## config.mk

```make
export PLATFORM = sky130hd
export DESIGN_NAME = dma_regfile
export DESIGN_NICKNAME = d
export VERILOG_FILES = /design/src/rtl/dma_regfile.sv
export SDC_FILE = /design/constraint.sdc
export NUM_CORES = 1
export LEC_CHECK = 0
export BUFFER_PORTS_ARGS = -buffer_cell sky130_fd_sc_hd__buf_4
export CAP_MARGIN = 25
export CORE_UTILIZATION = 50
export CTS_CLUSTER_DIAMETER = 60
export CTS_CLUSTER_SIZE = 28
export DETAILED_ROUTE_END_ITERATION = 6
export HOLD_SLACK_MARGIN = 0.12
export PLACE_DENSITY_LB_ADDON = 0.2
export SYNTH_ARGS = -nofsm -noshare
export SYNTH_HDL_FRONTEND = slang
export SYNTH_SLANG_ARGS = --single-unit
export TNS_END_PERCENT = 1
```

## constraint.sdc

```tcl
create_clock -name clk -period 5.3 [get_ports clk]
set_clock_uncertainty 0.05 [all_clocks]
set_input_delay 1.06 -clock clk [delete_from_list [all_inputs] [get_ports clk]]
set_output_delay 1.06 -clock clk [all_outputs]
set_load 0.01 [all_outputs]
```

## src/rtl/dma_regfile.sv

```systemverilog
module dma_regfile #(
  parameter int BW = 8
) (
  input  logic                clk,
  input  logic                rst_n,
  input  logic [3:0]          bus_off,
  input  logic                bus_wr,
  input  logic                bus_rd,
  input  logic [BW-1:0]       wdata,
  output logic [BW-1:0]       rdata,
  input  logic [BW-1:0]       stat_in,
  input  logic [3:0]          eng_upd,
  input  logic [4*2*BW-1:0]   eng_addr,
  input  logic [4*2*BW-1:0]   eng_cnt,
  output logic [4*2*BW-1:0]   base_addr,
  output logic [4*2*BW-1:0]   base_count,
  output logic [4*(BW-2)-1:0] ch_mode,
  output logic [3:0]          ch_mask,
  output logic [BW-1:0]       cmd
);
  localparam int NCH = 4;
  localparam int RW  = 2 * BW;
  localparam int MW  = BW - 2;

  logic [RW-1:0] base_a [NCH];
  logic [RW-1:0] cur_a  [NCH];
  logic [RW-1:0] base_c [NCH];
  logic [RW-1:0] cur_c  [NCH];
  logic [MW-1:0] mode_q [NCH];
  logic [NCH-1:0] mask_q;
  logic [BW-1:0]  cmd_q;
  logic           hi_ptr;

  logic       data_sel;
  logic [1:0] ch;
  assign data_sel = !bus_off[3];
  assign ch       = bus_off[2:1];

  always_ff @(posedge clk) begin
    if (!rst_n) begin
      for (int i = 0; i < NCH; i++) begin
        base_a[i] <= '0; cur_a[i] <= '0;
        base_c[i] <= '0; cur_c[i] <= '0;
        mode_q[i] <= '0;
      end
      mask_q <= '1;
      cmd_q  <= '0;
      hi_ptr <= 1'b0;
    end else begin
      for (int i = 0; i < NCH; i++)
        if (eng_upd[i]) begin
          cur_a[i] <= eng_addr[i*RW +: RW];
          cur_c[i] <= eng_cnt[i*RW +: RW];
        end
      if (bus_wr) begin
        if (data_sel) begin
          if (!bus_off[0]) begin
            if (hi_ptr) begin
              base_a[ch][RW-1:BW] <= wdata; cur_a[ch][RW-1:BW] <= wdata;
            end else begin
              base_a[ch][BW-1:0]  <= wdata; cur_a[ch][BW-1:0]  <= wdata;
            end
          end else begin
            if (hi_ptr) begin
              base_c[ch][RW-1:BW] <= wdata; cur_c[ch][RW-1:BW] <= wdata;
            end else begin
              base_c[ch][BW-1:0]  <= wdata; cur_c[ch][BW-1:0]  <= wdata;
            end
          end
          hi_ptr <= ~hi_ptr;
        end else begin
          case (bus_off)
            4'h8: cmd_q <= wdata;
            4'hA: mask_q[wdata[1:0]] <= wdata[2];
            4'hB: mode_q[wdata[1:0]] <= wdata[BW-1:2];
            4'hC: hi_ptr <= 1'b0;
            4'hD: begin hi_ptr <= 1'b0; mask_q <= '1; cmd_q <= '0; end
            4'hE: mask_q <= '0;
            4'hF: mask_q <= wdata[NCH-1:0];
            default: ;
          endcase
        end
      end else if (bus_rd && data_sel) begin
        hi_ptr <= ~hi_ptr;
      end
    end
  end

  logic [RW-1:0] rd_word;
  always_comb begin
    rd_word = bus_off[0] ? cur_c[ch] : cur_a[ch];
    rdata   = '0;
    if (bus_rd) begin
      if (data_sel)           rdata = hi_ptr ? rd_word[RW-1:BW] : rd_word[BW-1:0];
      else if (bus_off == 4'h8) rdata = stat_in;
    end
  end

  for (genvar g = 0; g < NCH; g++) begin : g_out
    assign base_addr[g*RW +: RW]  = base_a[g];
    assign base_count[g*RW +: RW] = base_c[g];
    assign ch_mode[g*MW +: MW]    = mode_q[g];
  end
  assign ch_mask = mask_q;
  assign cmd     = cmd_q;

  a_r4_ptr_clear: assert property (@(posedge clk) disable iff (!rst_n)
    (bus_wr && bus_off == 4'hC) |=> !hi_ptr);
  a_r10_master_clear: assert property (@(posedge clk) disable iff (!rst_n)
    (bus_wr && bus_off == 4'hD) |=> (ch_mask == 4'hF && cmd == '0 && !hi_ptr));
  a_r9_unmask_all: assert property (@(posedge clk) disable iff (!rst_n)
    (bus_wr && bus_off == 4'hE) |=> ch_mask == 4'h0);
  a_r2_base_hold: assert property (@(posedge clk) disable iff (!rst_n)
    !(bus_wr && data_sel) |=> ($stable(base_addr) && $stable(base_count)));
  a_r12_ptr_idle: assert property (@(posedge clk) disable iff (!rst_n)
    !((bus_wr || bus_rd) && data_sel) && !(bus_wr && (bus_off == 4'hC || bus_off == 4'hD))
    |=> $stable(hi_ptr));
  a_r12_rdata_idle: assert property (@(posedge clk) disable iff (!rst_n)
    !bus_rd |-> rdata == '0);
endmodule

```

* Word-level counts from Yosys, hierarchy flattened
Memories as Yosys holds them, arrays and structs flattened. Cells that the tools add are included.
Storage, ports and cells: input port bits 156, bits in registers 13, memories kept 5, bits in writable memories 280
Cells by class: bitwise operators 9, order comparisons 2, equality and inequality tests 8, reductions and logical operators 13, mux-type cells 71
Memories:
- base_a | words 4, width 16, rd ports 4, clocked after Yosys merged registers in 0, wr ports 4, RTL line 25 | logic [RW-1:0] base_a [NCH];
- base_c | words 4, width 16, rd ports 4, clocked after Yosys merged registers in 0, wr ports 4, RTL line 27 | logic [RW-1:0] base_c [NCH];
- cur_a | words 4, width 16, rd ports 1, clocked after Yosys merged registers in 0, wr ports 5, RTL line 26 | logic [RW-1:0] cur_a [NCH];
- cur_c | words 4, width 16, rd ports 1, clocked after Yosys merged registers in 0, wr ports 5, RTL line 28 | logic [RW-1:0] cur_c [NCH];
- mode_q | words 4, width 6, rd ports 4, clocked after Yosys merged registers in 0, wr ports 4, RTL line 29 | logic [MW-1:0] mode_q [NCH];
Operators by type and width (number):
- 16-bit 2-to-1 mux | 11
- 1-bit 2-to-1 mux | 46
- 8-bit 2-to-1 mux | 4
- 16-bit OR reduction | 2
- 4-bit equality test, second input constant | 7
- 4-bit one-hot mux with 4 select lines | 1
- 8-bit one-hot mux with 2 select lines | 1
- 2-bit 2-to-1 mux | 5
- 1-bit bitwise OR | 8
- 6-bit 2-to-1 mux | 1
- 3-bit AND reduction | 2
- 6-bit OR reduction | 1
- 4-bit bitwise mux | 1
- 2-bit nonzero test | 2
- 4-bit nonzero test | 1
- 2-bit by 3-bit < comparator with 1-bit output, second input constant | 1
- 3-bit != test, second input constant | 1
- 1-bit demux with 2-bit select | 1
- 2-bit by 1-bit greater-or-equal comparator with 1-bit output, second input constant | 1
- 1-bit logical AND | 2
- 2-bit AND reduction | 1
- 2-bit OR reduction | 1
- 1-bit zero test | 1
- 1-bit inverter | 1

* Depth between registers and ports, before layout
word-level depth 8, gate-level depth with buffers 7, gate-level depth less buffers 4

* Worst setup path after synthesis
OpenSTA, ideal clock, no wires.
kind input -> output, from input bus_off[2], to output rdata[0], stages 6, arrival 2238 ps, path slack 1952 ps, buffers on the path 3, cells stage by stage buf_2 > buf_6 > buf_2 > mux4_2 > a22oi_1 > o211ai_1
On the way: cells in the longest elaborated chain, start to end 5
Ends and longest elaborated chain:
- start, declared | RTL line 6 | input logic [3:0] bus_off,
- memory read 4 x 16 bit, on equally long branches
- 16-bit 2-to-1 mux | RTL line 91 | rd_word = bus_off[0] ? cur_c[ch] : cur_a[ch];
- 8-bit 2-to-1 mux | RTL line 94 | if (data_sel) rdata = hi_ptr ? rd_word[RW-1:BW] : rd_word[BW-1:0];
- 8-bit 2-to-1 mux (*) | RTL line 94
- 8-bit 2-to-1 mux (*) | RTL line 93 | if (bus_rd) begin
- end, declared | RTL line 10 | output logic [BW-1:0] rdata,
Mark *: on every way between the ends. The rest lies on a longest branch, timed or not.

* Worst setup path in the final report
from input bus_off[1], to output rdata[4]
Same word-level chain as after synthesis.

==> results.cfg <==
[status]
status = finished clean

[detailed_routing]
wl_met1_mm = 15.4
wl_met3_mm = 4.94
vias_per_cell = 5.89
drt-total-wl_mm = 40.4
ant_nets = 0
firstDrtPassIters = 7
via_count = 9344
post_drt_wl_per_cell_um = 25.4
drcViolationCount = 0
top_layer = met4
met2WireLength_mm = 18.9
initialDrtViolationCount = 1303

[clock_tree]
ctsHoldBuffers = 0
root_buffer = clkbuf_16
clkSinkCount = 293
htreeDepth = 1
clockBufferDepth = 3
cts_made_buffers = 20
cts_tree = yes
cts_setup_buffers = 0
cts.repair.resized = 0
clkTransAtPathRegs_ns = 0.09
clkLatencyLatePin_ns = 0.52

[worst_setup_path]
r2r_slack_ns = 2.54
path_cells = buf_4 > mux4_2 > a22oi_1 > o211ai_1 > buf_4
crit_type = input pin to primary output
path_max_fanout = 47
endpoint_kind = primary output
cpPeakStageDelay_ns = 0.61
crit_slowest_cell = mux4_2
worst_path_most_repeated_cell = buf_4
arrival_ns = 2.98
worstPathRequired_ns = 4.19
critPathLaunchType = input pin

[timing]
period_share_pct = 77.1
finalHoldViolCount = 0
final.setup.tns_ns = 0
worst_slew_pin_slew_ns = 1.07
setup_viol = 0
whs_ns = 0.456
drv_slew = 0
fin_crit_ns = 4.09
rsz0062_at_grt = false
fmax_mhz = 245
slew_headroom_pct = 28.2

[cells_and_area]
fin_util_pct = 64.8
multiInputGateArea_um2 = 4080
drive_above_1_share_pct = 34.5
num-fill-cells = 1868
area_growth_pct = 25.9
nets = 1398
regArea_um2 = 8670

[synth]
synth_area_leader_cell = edfxtp_1
syn_inst = 943
synth_fp_nets = 1099
yosysUniqueCellTypes = 46
ys_seq_elements = 293
ys_top_cells_by_area = edfxtp_1 (64%), mux4_2 (5.5%), and2_1 (5.2%)
yosysSeqAreaShare_pct = 66.1
postSynthAreaPerCell_um2 = 13.9
syn_area_um2 = 13100
ys_warn_count = 0
yosysTopAreaCellShare_pct = 64.1

[die]
coreArea_um2 = 25500
io_pins = 328
num_rows = 58
start_util_pct = 51.5
design.die.area_um2 = 26900
dieHeight_um = 164
die_w_um = 164

[placement]
dpl.hpwl_mm = 28.5
io_buffer_count = 327
finalWeightedCongestion = 0.955

[global_route]
grt_pass1_wl_mm = 57.0
grt_start_max_net_pins = 54
grt_pass1_vias = 8913
grt-ovfl-total = 0
grt_use_total_pct = 29.9
antenna_found_initial = 1

[flow_run]
max_cap_violations = 0

[pwr]
cellPowerDensity_nw_per_um2 = 305
total_leakage_power_nw = 7.22
vdd_drop_max_mv = 0.255

[worst_hold_path]
hold_class = flip-flop to flip-flop
==> kinds of logic after synthesis <==
logic type / after synthesis / share of synthesized area [%]
AO/OA/AOI/OAI: 182 / 9.35
AND/OR/NAND/NOR: 344 / 14.9
XOR/XNOR: 1 / 0.0668
flip-flops: 293 / 66.1
multiplexers: 49 / 6.80
buffers and inverters: 74 / 2.84
==> Yosys cell counts, drive strengths merged <==
master	n
a2111oi	1
a21o	88
mux2	1
or2	2
and4b	1
nand3	13
nor2b	18
o31ai	1
clkbuf	25
dfxtp	13
and4	3
nor3	21
a21oi	5
inv	10
o211ai	8
nand4b	4
and4bb	1
a221oi	1
o32a	2
nand2	116
nand2b	7
o311ai	3
edfxtp	280
and2	110
nor4	2
buf	39
mux4	32
and3	5
nand4bb	1
o21a	1
nor2	40
o21ai	63
mux2i	16
a22oi	9
xor2	1
==> through the flow <==
| step | setup slack [ns] | cell area (µm²) | cells | total power [mW] |
|---|---|---|---|---|
| CTS | 1.16 | 16500 | 1575 | 5.03 |
| detailed placement | 1.17 | 15700 | 1541 | 3.33 |
| floorplan | 1.95 | 13100 | 943 | 3.02 |
| global route | 1.06 | 16500 | 1584 | 5.16 |
| finish | 1.21 | 16500 | 1587 | 5.03 |
| global placement | 1.23 | 15700 | 1539 | 3.33 |
==> area by class of cell <==
| class | instances | share of cell area, % |
|---|---|---|
| clock buffer | 22 | 3.21 |
| multi-input combinational | 576 | 24.7 |
| sequential | 293 | 52.5 |
| inverter | 10 | 0.227 |
| clock inverter | 12 | 1.30 |
| tap | 330 | 2.50 |
| antenna | 3 | 0.0455 |
| timing repair buffer | 341 | 15.5 |
==> worst paths after layout <==
path / from / to / cells past startpoint
max: bus_off[1] / rdata[4] / 5
min: flip-flop / flip-flop / 2
max reg2reg: hi_ptr / cur_c[2][1] / 5
min reg2reg: flip-flop / flip-flop / 2
==> where the power goes <==
group	internal, mW	switching, mW
logic	0.250	0.300
registers	2.67	0.0750
clock network	0.808	0.928
total	3.73	1.30
==> critical path: cells and delay by family <==
kind / cells / cell delay, ns
muxes: 1 / 0.61
buffers and inverters: 2 / 0.78
AOI/OAI and AO/OA: 2 / 0.48
==> cells in the final DEF (no fill, tap or decap), types with 15 or more instances in the layout <==
master	netlist	final
a21o_1	88	88
and2_1	110	110
buf_4	10	330
clkbuf_16	0	21
edfxtp_1	280	280
mux2i_1	16	16
mux4_2	32	32
nand2_1	114	114
nor2_1	33	33
nor2b_1	18	18
o21ai_0	15	15
o21ai_1	48	48
==> flip-flops by register name, summed over array words and instances, names as in the netlist, named ones only <==
name and count:
base_a 64, base_c 64, cmd 8, cur_a 64
cur_c 64, hi_ptr 1, mode_q 24
==> routing by layer <==
layer,global-route usage (%),vias up
li1,-,4070
met1,41.7,4564
met2,47.2,640
met3,6.64,70
met4,9.30,0
met5,0,-
Note: power is estimated with default switching activity, not from simulation.
